--- config.mk ---
export PLATFORM = sky130hd
export DESIGN_NAME = stream_prio_arbiter
export DESIGN_NICKNAME = d
export VERILOG_FILES = /design/src/rtl/spa_pkg.sv /design/src/rtl/spa_eligible.sv /design/src/rtl/spa_level_tree.sv /design/src/rtl/spa_grant_hold.sv /design/src/rtl/stream_prio_arbiter.sv
export SDC_FILE = /design/constraint.sdc
export NUM_CORES = 1
export LEC_CHECK = 0
export BUFFER_PORTS_ARGS = -buffer_cell sky130_fd_sc_hd__buf_2
export CORE_UTILIZATION = 50
export DETAILED_ROUTE_END_ITERATION = 10
export PLACE_DENSITY = 0.82
export SLEW_MARGIN = 20
export SYNTH_ARGS = -nofsm -noshare
export SYNTH_HDL_FRONTEND = slang
export SYNTH_SLANG_ARGS = --single-unit
--- constraint.sdc ---
create_clock -name clk -period 10.65 [get_ports clk]
set_clock_uncertainty 0.2 [all_clocks]
set_input_delay 2.13 -clock clk [delete_from_list [all_inputs] [get_ports clk]]
set_output_delay 2.13 -clock clk [all_outputs]
set_load 0.03 [all_outputs]
--- src/rtl/spa_pkg.sv ---
// Package: shared types for the stream priority arbiter.
// Assumes nothing beyond a single clock domain.
package spa_pkg;
    // Grant-holding state.
    typedef enum logic {
        SPA_IDLE = 1'b0,
        SPA_BUSY = 1'b1
    } spa_state_t;
endpackage

--- src/rtl/spa_eligible.sv ---
// Module: spa_eligible
// Marks each stream eligible when its request and enable are both high.
// Assumes req_i and en_i are synchronous to the arbiter clock.
module spa_eligible #(
    parameter int NUM_REQ = 8
) (
    input  logic [NUM_REQ-1:0] req_i,
    input  logic [NUM_REQ-1:0] en_i,
    output logic [NUM_REQ-1:0] elig_o
);
    // One gate per stream; generate keeps the structure explicit.
    for (genvar g = 0; g < NUM_REQ; g++) begin : g_mask
        assign elig_o[g] = req_i[g] & en_i[g];
    end
endmodule

--- src/rtl/spa_level_tree.sv ---
// Module: spa_level_tree
// Binary comparison tree that picks the eligible stream with the highest
// level. On equal levels the left (lower index) child wins.
// Assumes levels are unsigned, with a larger value meaning higher priority.
module spa_level_tree #(
    parameter int NUM_REQ = 8,
    parameter int LVL_W   = 2
) (
    input  logic [NUM_REQ-1:0]       elig_i,
    input  logic [NUM_REQ*LVL_W-1:0] lvl_cfg_i,
    output logic                     win_vld_o,
    output logic [((NUM_REQ > 1) ? $clog2(NUM_REQ) : 1)-1:0] win_idx_o
);
    localparam int IDX_W  = (NUM_REQ > 1) ? $clog2(NUM_REQ) : 1;
    localparam int LEAVES = 1 << IDX_W;
    localparam int NODES  = 2 * LEAVES;

    // Heap-ordered nodes: leaves sit at LEAVES..NODES-1 and node 1 is the root.
    logic             node_vld [NODES];
    logic [LVL_W-1:0] node_lvl [NODES];
    logic [IDX_W-1:0] node_idx [NODES];

    // Node 0 is unused; tie it off.
    assign node_vld[0] = 1'b0;
    assign node_lvl[0] = '0;
    assign node_idx[0] = '0;

    // Leaves: real streams carry their inputs, padding leaves are never valid.
    for (genvar g = 0; g < LEAVES; g++) begin : g_leaf
        if (g < NUM_REQ) begin : g_real
            assign node_vld[LEAVES+g] = elig_i[g];
            assign node_lvl[LEAVES+g] = lvl_cfg_i[g*LVL_W +: LVL_W];
            assign node_idx[LEAVES+g] = IDX_W'(g);
        end else begin : g_pad
            assign node_vld[LEAVES+g] = 1'b0;
            assign node_lvl[LEAVES+g] = '0;
            assign node_idx[LEAVES+g] = '0;
        end
    end

    // Internal nodes: the left child wins on ties, which gives lowest-index order.
    for (genvar n = 1; n < LEAVES; n++) begin : g_node
        logic left_wins;
        assign left_wins   = node_vld[2*n] &&
                             (!node_vld[2*n+1] || (node_lvl[2*n] >= node_lvl[2*n+1]));
        assign node_vld[n] = node_vld[2*n] | node_vld[2*n+1];
        assign node_lvl[n] = left_wins ? node_lvl[2*n] : node_lvl[2*n+1];
        assign node_idx[n] = left_wins ? node_idx[2*n] : node_idx[2*n+1];
    end

    assign win_vld_o = node_vld[1];
    assign win_idx_o = node_idx[1];
endmodule

--- src/rtl/spa_grant_hold.sv ---
// Module: spa_grant_hold
// Captures the tree's winner as a one-hot grant while idle and holds it
// until done is sampled high. The cycle after a release is always idle.
// Assumes done_i is a single-cycle pulse aligned to the held transfer.
module spa_grant_hold
    import spa_pkg::*;
#(
    parameter int NUM_REQ = 8
) (
    input  logic                clk,
    input  logic                rst_n,
    input  logic                win_vld_i,
    input  logic [((NUM_REQ > 1) ? $clog2(NUM_REQ) : 1)-1:0] win_idx_i,
    input  logic                done_i,
    output logic [NUM_REQ-1:0]  gnt_o,
    output logic                gnt_vld_o
);
    localparam int IDX_W = (NUM_REQ > 1) ? $clog2(NUM_REQ) : 1;

    spa_state_t         state_q;
    logic [NUM_REQ-1:0] gnt_q;
    logic [NUM_REQ-1:0] win_onehot;

    // Decode the winning index into a one-hot vector.
    always_comb begin
        for (int i = 0; i < NUM_REQ; i++) begin
            win_onehot[i] = win_vld_i && (win_idx_i == IDX_W'(i));
        end
    end

    // Grant register: capture when idle, release on done when busy.
    always_ff @(posedge clk) begin
        if (!rst_n) begin
            state_q <= SPA_IDLE;
            gnt_q   <= '0;
        end else begin
            case (state_q)
                SPA_IDLE: begin
                    if (win_vld_i) begin
                        state_q <= SPA_BUSY;
                        gnt_q   <= win_onehot;
                    end
                end
                SPA_BUSY: begin
                    if (done_i) begin
                        state_q <= SPA_IDLE;
                        gnt_q   <= '0;
                    end
                end
                default: begin
                    state_q <= SPA_IDLE;
                    gnt_q   <= '0;
                end
            endcase
        end
    end

    assign gnt_o     = gnt_q;
    assign gnt_vld_o = (state_q == SPA_BUSY);
endmodule

--- src/rtl/stream_prio_arbiter.sv ---
// Module: stream_prio_arbiter (top)
// Grants one bus master port to the eligible stream with the highest
// programmed level, with the lowest index breaking ties. The grant is held
// until done pulses. One instance serves one master port.
// Assumes synchronous active-low reset and single-clock inputs.
module stream_prio_arbiter #(
    parameter int NUM_REQ = 8,
    parameter int LVL_W   = 2
) (
    input  logic                     clk,
    input  logic                     rst_n,
    input  logic [NUM_REQ-1:0]       req_i,
    input  logic [NUM_REQ-1:0]       en_i,
    input  logic [NUM_REQ*LVL_W-1:0] lvl_cfg_i,
    input  logic                     done_i,
    output logic [NUM_REQ-1:0]       gnt_o,
    output logic                     gnt_vld_o
);
    localparam int IDX_W = (NUM_REQ > 1) ? $clog2(NUM_REQ) : 1;

    logic [NUM_REQ-1:0] elig;
    logic               win_vld;
    logic [IDX_W-1:0]   win_idx;

    // Stage 1: mask requests with their enables.
    spa_eligible #(.NUM_REQ(NUM_REQ)) u_elig (
        .req_i  (req_i),
        .en_i   (en_i),
        .elig_o (elig)
    );

    // Stage 2: level comparison, with index order breaking ties.
    spa_level_tree #(.NUM_REQ(NUM_REQ), .LVL_W(LVL_W)) u_tree (
        .elig_i    (elig),
        .lvl_cfg_i (lvl_cfg_i),
        .win_vld_o (win_vld),
        .win_idx_o (win_idx)
    );

    // Stage 3: grant capture and hold.
    spa_grant_hold #(.NUM_REQ(NUM_REQ)) u_hold (
        .clk       (clk),
        .rst_n     (rst_n),
        .win_vld_i (win_vld),
        .win_idx_i (win_idx),
        .done_i    (done_i),
        .gnt_o     (gnt_o),
        .gnt_vld_o (gnt_vld_o)
    );
endmodule

==> metrics.md, run 1 <==
| Metric | Value |
|---|---|
| Die ar. | `0.002140 mm²` |
| WS Path Type | `in2reg` |
| Worst vdd rail ir drop | `0.00005318 V` |
| Worst-case clock buffer depth | `2` |
| Vias in the first global route | `~970` |
| Final WL | `approximately 2200 µm` |
| Violation count after the first detailed-routing iteration | `25` |
| H-tree depth | `1` |
| Worst Hold Launch | `u_hold.gnt_o[3]` |
| F_max | `165.0 MHz` |
| Synth Register Bits | `9` |
| Post-route cell area | `~0.0013 mm²` |
| Setup TNS | `0 ns` |
| Crit path DAT | `roughly 6 ns` |
| Layout Nets | `215` |
| Diode count | `0` |
| Status | `complete, no violations` |
| GR Layer Usage met3 | `3.529%` |
| Post-CTS Hold Fix Bufs | `0` |
| Initial antenna violation count | `0` |
| Final Hold Viols | `0` |
| Gr usage total | `23.90%` |
| Critical path endpoint category | `flip-flop` |
| Via count | `~1.0k` |
| Die Ht | `46.27 µm` |
| Via/cell ratio | `5.516` |
| Register area share after synthesis | `18.39%` |
| DR pass1 iterations | `4` |
| I/O Pins | `44` |
| Max transition margin | `a little over two thirds` |
| M2 GR Usage | `44.23%` |
| Hold Path Depth | `2` |
| Worst Hold Class | `reg2reg` |
| RePlAce Congestion | `about 0.8` |
| Sink Count | `9` |
| R2R Setup Slk | `9.13 ns` |
| P&R area growth vs syn | `27.84%` |
| FF-to-FF End | `u_hold.gnt_o[5]` |
| Worst Reg-to-Reg Cells | `5` |
| Pins Over Slew Limit | `0` |
| Drt wl/cell | `roughly 12 µm` |
| Avg Synthesized Cell Area | `approximately 8.3 µm²` |
| Busiest layer in global routing | `met2` |
| Die W | `46.27 µm` |
| CTS root buf | `clkbuf_4` |
| Grt ovf | `0` |
| Port bufs | `43` |
| Min Clock Period, post-route | `6.060 ns` |
| Synth warn | `0` |
| Clk slew on worst S/H paths | `approximately 0.06 ns` |
| Final period utilization | `56.90%` |
| CP max FO | `5` |
| Most frequent cells in the layout | `buf_2 (43), inv_1 (16), ha_1 (14)` |
| Synth unique cells | `33` |
| Row cnt | `15` |
| Routed Antenna Nets | `0` |
| Worst R2R Start | `u_hold.gnt_vld_o` |
| Post-CTS Setup Inserts | `0` |
| Dpl hpwl | `1979 µm` |
| Post-Syn Instances | `around 120` |
| Fillers | `156` |
| Setup violations, final | `0` |
| Starting Density | `54.95%` |
| Clk Latency, worst-skew pair | `0.26 ns` |
| Largest net degree at the start of global routing | `7` |
| CORE AREA | `0.001783 mm²` |
| PostCTS Resize Cnt | `0` |
| Leakage | `0.6508 nW` |
| CTS buffer count | `3` |
| Startpoint types | `input port` |
| DRC violations left | `0` |
| Met1 usage | `27.08%` |
| Post-synthesis cell area | `979.7 µm²` |
| Post-Synthesis Net Count | `between 150 and 200` |
| CTS tree | `built` |
| First-pass GRT wire length | `3753 µm` |
| Critical Path RT | `10.61 ns` |
| P per Cell Area | `94.22 mW/mm²` |
| Tightest Pin Transition | `0.4523 ns` |
| RSZ-0062 raised after global routing | `no` |
| Number of max-cap violations | `0` |
| Layout cells sized above 1 | `32.12%` |
| Commonest non-fill, non-tap cell in the layout | `buf_2` |
| Worst Hold End | `u_hold.gnt_o[3]` |
| DP Area | `0.001226 mm²` |
## cell families (layout without fill, tap and decap cells)
family / after synthesis / count (layout) / share of synthesized area [%]
AOI/OAI and AO/OA: 32 / 32 / 26.70
adders and majority gates: 14 / 14 / 17.88
buffers and inverters: 16 / 63 / 6.131
and+or+nand+nor: 34 / 34 / 17.37
DFF: 9 / 9 / 18.39
muxes: 13 / 13 / 13.54
## registers in the layout (all words and copies together) (netlist names)
signal and count:
u_hold.gnt_o 8, u_hold.gnt_vld_o 1
## metrics by stage
stage	hold WS [ns]	util (%)	setup slack, ns	total power, W	std cells
2_1_floorplan	0.3777	-	4.919	0.00007446	118
6_report	0.2471	70.25	4.590	0.0001180	190
3_3_place_gp	0.2401	68.77	4.543	0.00008918	186
4_1_cts	0.2531	70.25	4.659	0.0001175	190
3_5_place_dp	0.2442	68.77	4.397	0.00009154	186
5_1_grt	0.2690	70.25	4.251	0.0001264	190
## cell usage after synthesis, drive strengths merged
cell	count	share of area [%]
a211o	1	0.89
a211oi	6	5.9
a21o	1	0.77
a21oi	5	2.6
a22o	2	1.8
a22oi	4	3.6
and2	3	1.9
dfxtp	9	18
ha	14	18
inv	16	6.1
mux2	2	2.3
mux2i	11	11
nand2	13	5.0
nand2b	5	4.0
nand3	3	1.5
nand3b	1	0.77
nor2	7	2.9
nor4	1	0.64
o2111ai	1	0.89
o211ai	1	0.77
o21a	1	0.77
o21ai	2	1.0
o22ai	1	0.64
o2bb2ai	2	1.8
o32a	1	1.0
o32ai	2	1.8
o41ai	2	2.6
or3	1	0.64
## final cells by class
| cell class | instances | area, µm² | share of cell area [%] |
|---|---|---|---|
| multi-input combinational | 93 | 739.5 | 59.04 |
| timing repair buffer | 43 | 215.2 | 17.18 |
| sequential | 9 | 180.2 | 14.39 |
| inverter | 16 | 60.06 | 4.795 |
| tap | 25 | 31.28 | 2.498 |
| clock buffer | 4 | 26.28 | 2.098 |
## where the power goes
part,switching (W),internal (W)
Clock,0.0000126,0.0000145
Combinational,0.0000307,0.0000233
Sequential,0.00000117,0.0000357
Total,0.0000445,0.0000735
## worst max path at each step
stage,start,endpoint,slack (ns),cells after the start
after floorplan,lvl_cfg_i[8],u_hold.gnt_o[2],4.92,16
after global placement,lvl_cfg_i[12],u_hold.gnt_o[2],4.54,19
after detailed placement,lvl_cfg_i[12],u_hold.gnt_o[2],4.40,18
after CTS,lvl_cfg_i[12],u_hold.gnt_o[2],4.66,18
after global routing,lvl_cfg_i[12],u_hold.gnt_o[2],4.25,19
final,lvl_cfg_i[12],u_hold.gnt_o[0],4.59,18
## critical path, cell delays in order
cell      delay [ns]
buf_2           0.09
inv_1           0.04
ha_1            0.26
nand2b_1        0.14
a211oi_1        0.39
nor2_1          0.14
mux2i_1         0.22
inv_1           0.07
ha_1            0.27
nand2b_1        0.15
a211oi_1        0.31
nor2_1          0.16
mux2_2          0.30
ha_1            0.28
a21oi_1         0.12
a211oi_1        0.37
o32ai_1         0.21
o41ai_1         0.38
## per-layer routing
metal	up-vias	share of wire, %
met5	-	0
met2	30	52
met3	4	4.1
met1	481	42
li1	533	-
met4	0	1.3
(Power assumes the default switching activity.)
==> run 2, diff against run 1 <==
- ABC_AREA: default -> 1
- CORE_UTILIZATION: 50 -> 44
- PLACE_DENSITY: 0.82 -> 0.74
- clock period: 10.65 -> 5.55 ns (I/O delays scaled with it)
==> run 2 against run 1 <==
  * Non-clock buffer count stayed put
  * Cell count is 31% higher
  * First-iteration DRC count is 16% lower
  * Hold slack better by 0.015 ns
  * Count of clock-buffer cells in the layout stayed put
  * Utilization is 10 points lower
  * Sequential share of layout area is 1.3 points lower
  * Via count is 15% higher
  * Die area is 27% higher
  * Clock power is 88% higher
  * Largest cell class unchanged
  * Largest power group unchanged
==> metrics.md, run 2 <==
| Metric | Value |
|---|---|
| Synth unique cells | `18 (-45%)` |
| CP dominant cell by count | `nand2_1` |
| Switching Share | `43.70% (+6.0 points)` |
| Avg Synthesized Cell Area | `6.342 µm² (-24%)` |
| Setup WS pre-CTS | `1.109 ns (-3.288 ns)` |
| Ys async rst share | `0% (unchanged)` |
| Dpl hpwl | `2034 µm (+2.8%)` |
| P per Cell Area | `192.1 mW/mm² (+100%)` |
| Max transition margin | `78.27% (+8.5 points)` |
| Synth Register Bits | `9 (unchanged)` |
| Crit-path leading delay family | `simple AND/OR/NAND/NOR gates` |
| Initial antenna violation count | `0 (unchanged)` |
| WS Path Type | `in2reg` |
| Via/cell ratio | `4.827 (-12%)` |
| Layout cells sized above 1 | `33.03% (+0.91 points)` |
| F_max | `239.9 MHz` |
| DRC violations left | `0 (unchanged)` |
| Critical Path Sink | `u_hold.gnt_o[4]` |
| RSZ-0062 raised after global routing | `no` |
| Min Clock Period, post-route | `4.169 ns` |
| Post-CTS Setup Inserts | `0 (unchanged)` |
| Crit path from | `lvl_cfg_i[0]` |
| Critical path depth in cells | `26 (+8)` |
| Number of flip-flops in the largest register | `8 (unchanged)` |
| Synth warn | `0 (unchanged)` |
| RePlAce Congestion | `0.7243 (-9.9%)` |
| Commonest non-fill, non-tap cell in the layout | `nand2_1` |
| Worst Hold Class | `reg2reg` |
| CTS tree | `built` |
| First-pass GRT wire length | `3864 µm (+3.0%)` |
| Routed Antenna Nets | `0 (unchanged)` |
| CTS root buf | `clkbuf_4` |
| Final WL | `2309 µm (+3.8%)` |
| Number of max-cap violations | `0 (unchanged)` |
| Worst-case clock buffer depth | `2 (unchanged)` |
| Sink Count | `9 (unchanged)` |
| Post-synth EDFFs | `0 (unchanged)` |
| Starting Density | `48.04% (-6.9 points)` |
| Diode count | `0 (unchanged)` |
| Worst R2R Start | `u_hold.gnt_vld_o` |
| Worst Reg-to-Reg Cells | `5 (unchanged)` |
| Yosys top cell area share | `16.33% (-2.1 points)` |
| Internal power | `0.0001493 W (+100%)` |
| DR pass1 iterations | `4 (unchanged)` |
| Port bufs | `43 (unchanged)` |
| Leakage | `0.8061 nW (+24%)` |
| Post-Syn Instances | `174 (+47%)` |
| I/O Pins | `44 (unchanged)` |
| Critical path endpoint category | `flip-flop` |
| Slowest CP cell | `ha_1` |
| Status | `complete, no violations` |
| Tightest Pin Transition | `0.3259 ns (-0.1264 ns)` |
| Yosys top cell by area | `dfxtp_1` |
| P&R area growth vs syn | `25.06%` |
| CORE AREA | `0.002297 mm² (+29%)` |
| WP buf/inv | `5 (+2)` |
| Final period utilization | `75.11%` |
| Most frequent cells after synthesis | `nand2_1 (48), inv_1 (29), a21oi_1 (14), ha_1 (14), nand2_2 (12)` |
| Via count | `1202 (+15%)` |
| CTS buffer count | `3 (unchanged)` |
| FF-to-FF End | `u_hold.gnt_o[7]` |
| Final Hold Viols | `0 (unchanged)` |
| PostCTS Resize Cnt | `0 (unchanged)` |
| Setup TNS | `0 ns (unchanged)` |
| Largest net degree at the start of global routing | `10 (+3)` |
| Worst stage delay on the critical path | `0.28 ns (-0.11 ns)` |
| H-tree depth | `1 (unchanged)` |
| Row cnt | `17 (+2)` |
| Clk slew on worst S/H paths | `0.06 ns (about the same)` |
| CP max FO | `6 (+1)` |
| Post-CTS Hold Fix Bufs | `0 (unchanged)` |
| Pins Over Slew Limit | `0 (unchanged)` |
| Clk pwr share | `19.1% (-3.8 points)` |
| Crit path DAT | `4.15 ns (-1.87 ns)` |
| Gr usage total | `18.40% (-5.5 points)` |
| Register area share after synthesis | `16.33% (-2.1 points)` |
| Area contributors post-synth | `dfxtp_1 (16%), nand2_1 (16%), ha_1 (16%), inv_1 (9.9%), nand2_2 (6.8%)` |
| Die ar. | `0.002712 mm² (+27%)` |
| R2R Setup Slk | `4.24 ns (-4.89 ns)` |
| Most numerous cell in the Yosys netlist | `nand2_1` |
| Grt ovf | `0 (unchanged)` |
| Clk Latency, worst-skew pair | `0.26 ns (about the same)` |
| Layout Nets | `271 (+26%)` |
| Synth Flop Type | `dfxtp_1` |
| Sequential Power Share | `27.1% (-4.2 points)` |
| WHS | `0.2617 ns (+0.01465 ns)` |
| Vias in the first global route | `1072 (+10%)` |
| Setup violations, final | `0 (unchanged)` |
| Startpoint types | `input port` |
| Critical Path RT | `5.54 ns (-5.07 ns)` |
| Sw Pwr | `0.0001159 W (+160%)` |
| Most frequent cells in the layout | `nand2_1 (48), buf_2 (43), inv_1 (29)` |
| Die Ht | `52.08 µm (+13%)` |
| Combinational share of power | `53.7% (+7.9 points)` |
| Post-Synthesis Net Count | `223 (+34%)` |
| Violation count after the first detailed-routing iteration | `21 (-16%)` |
| Die W | `52.08 µm (+13%)` |
| Post-synthesis cell area | `0.001104 mm² (+13%)` |
| Setup slack after layout | `1.381 ns (-3.209 ns)` |
| Drt wl/cell | `9.273 µm (-21%)` |
| Worst vdd rail ir drop | `0.0001484 V (+180%)` |
==> run 2: cell types whose count changed after synthesis, moves of 4 or more <==
cell      before  now
nand2_2        0   12
o21ai_0        2   10
nand2_1       13   48
inv_1         16   29
nand2b_1       4    0
mux2i_1       11    0
nand3_2        0    4
nand3_1        3    7
a21oi_1        5   14
nand4_1        0    6
a211oi_1       5    0
==> run 2: power by group through the flow <==
stage | Sequential (W) | Clock, W | Combinational, W
floorplan | 0.0000832 | 0 | 0.0000971
global placement | 0.0000730 | 0 | 0.000136
detailed placement | 0.0000732 | 0 | 0.000144
CTS | 0.0000718 | 0.0000527 | 0.000144
global route | 0.0000724 | 0.0000560 | 0.000161
finish | 0.0000719 | 0.0000508 | 0.000143
==> run 2: area by class of cell <==
type / instances / area [µm²]
fillers: 219 / 917.1
well taps: 28 / 35.03
inverters: 32 / 120.1
clock buffers: 4 / 26.28
repair buffers: 43 / 215.2
multi-input cells: 133 / 803.3
flip-flops and latches: 9 / 180.2
==> run 2: cells by family (layout without fill, tap and decap cells) <==
group                    count (synthesis)  in the layout  synth area share [%]
AND/OR/NAND/NOR                         94             94                 45.24
buffers and inverters                   32             79                 10.88
AO/OA/AOI/OAI                           25             25                 11.68
adder cells (fa/ha/maj)                 14             14                 15.87
flip-flops                               9              9                 16.33
==> run 2: tightest hold or removal path, cell delays in order, from the launching register on <==
cell and delay, ns:
dfxtp_1 0.31, nand2_1 0.06, a21oi_1 0.05
==> run 2: metal layers <==
layer / track usage (%) / vias to the layer above / share of wire [%]
li1: - / 651 / -
met1: 17.98 / 523 / 42
met2: 38.46 / 28 / 54
met3: 4.678 / 0 / 3.9
met4: 1.802 / 0 / 0
met5: 0 / - / 0
==> run 2: stage by stage <==
stage | utilization [%] | power (W) | area [µm²] | cells
2_1_floorplan | - | 0.0001803 | 1104 | 174
3_3_place_gp | 58.93 | 0.0002090 | 1354 | 245
6_report | 60.08 | 0.0002651 | 1380 | 249
3_5_place_dp | 58.93 | 0.0002170 | 1354 | 245
4_1_cts | 60.08 | 0.0002687 | 1380 | 249
5_1_grt | 60.08 | 0.0002899 | 1380 | 249
==> run 2: worst min path at each step <==
stage / start / endpoint / slack [ns] / depth (start not counted)
after floorplan: u_hold.gnt_o[0] / u_hold.gnt_o[0] / 0.39 / 2
after global placement: u_hold.gnt_o[3] / u_hold.gnt_o[3] / 0.25 / 2
after detailed placement: u_hold.gnt_o[2] / u_hold.gnt_o[2] / 0.25 / 2
after CTS: u_hold.gnt_o[2] / u_hold.gnt_o[2] / 0.26 / 2
after global routing: u_hold.gnt_o[5] / u_hold.gnt_o[5] / 0.28 / 2
final: u_hold.gnt_o[2] / u_hold.gnt_o[2] / 0.26 / 2
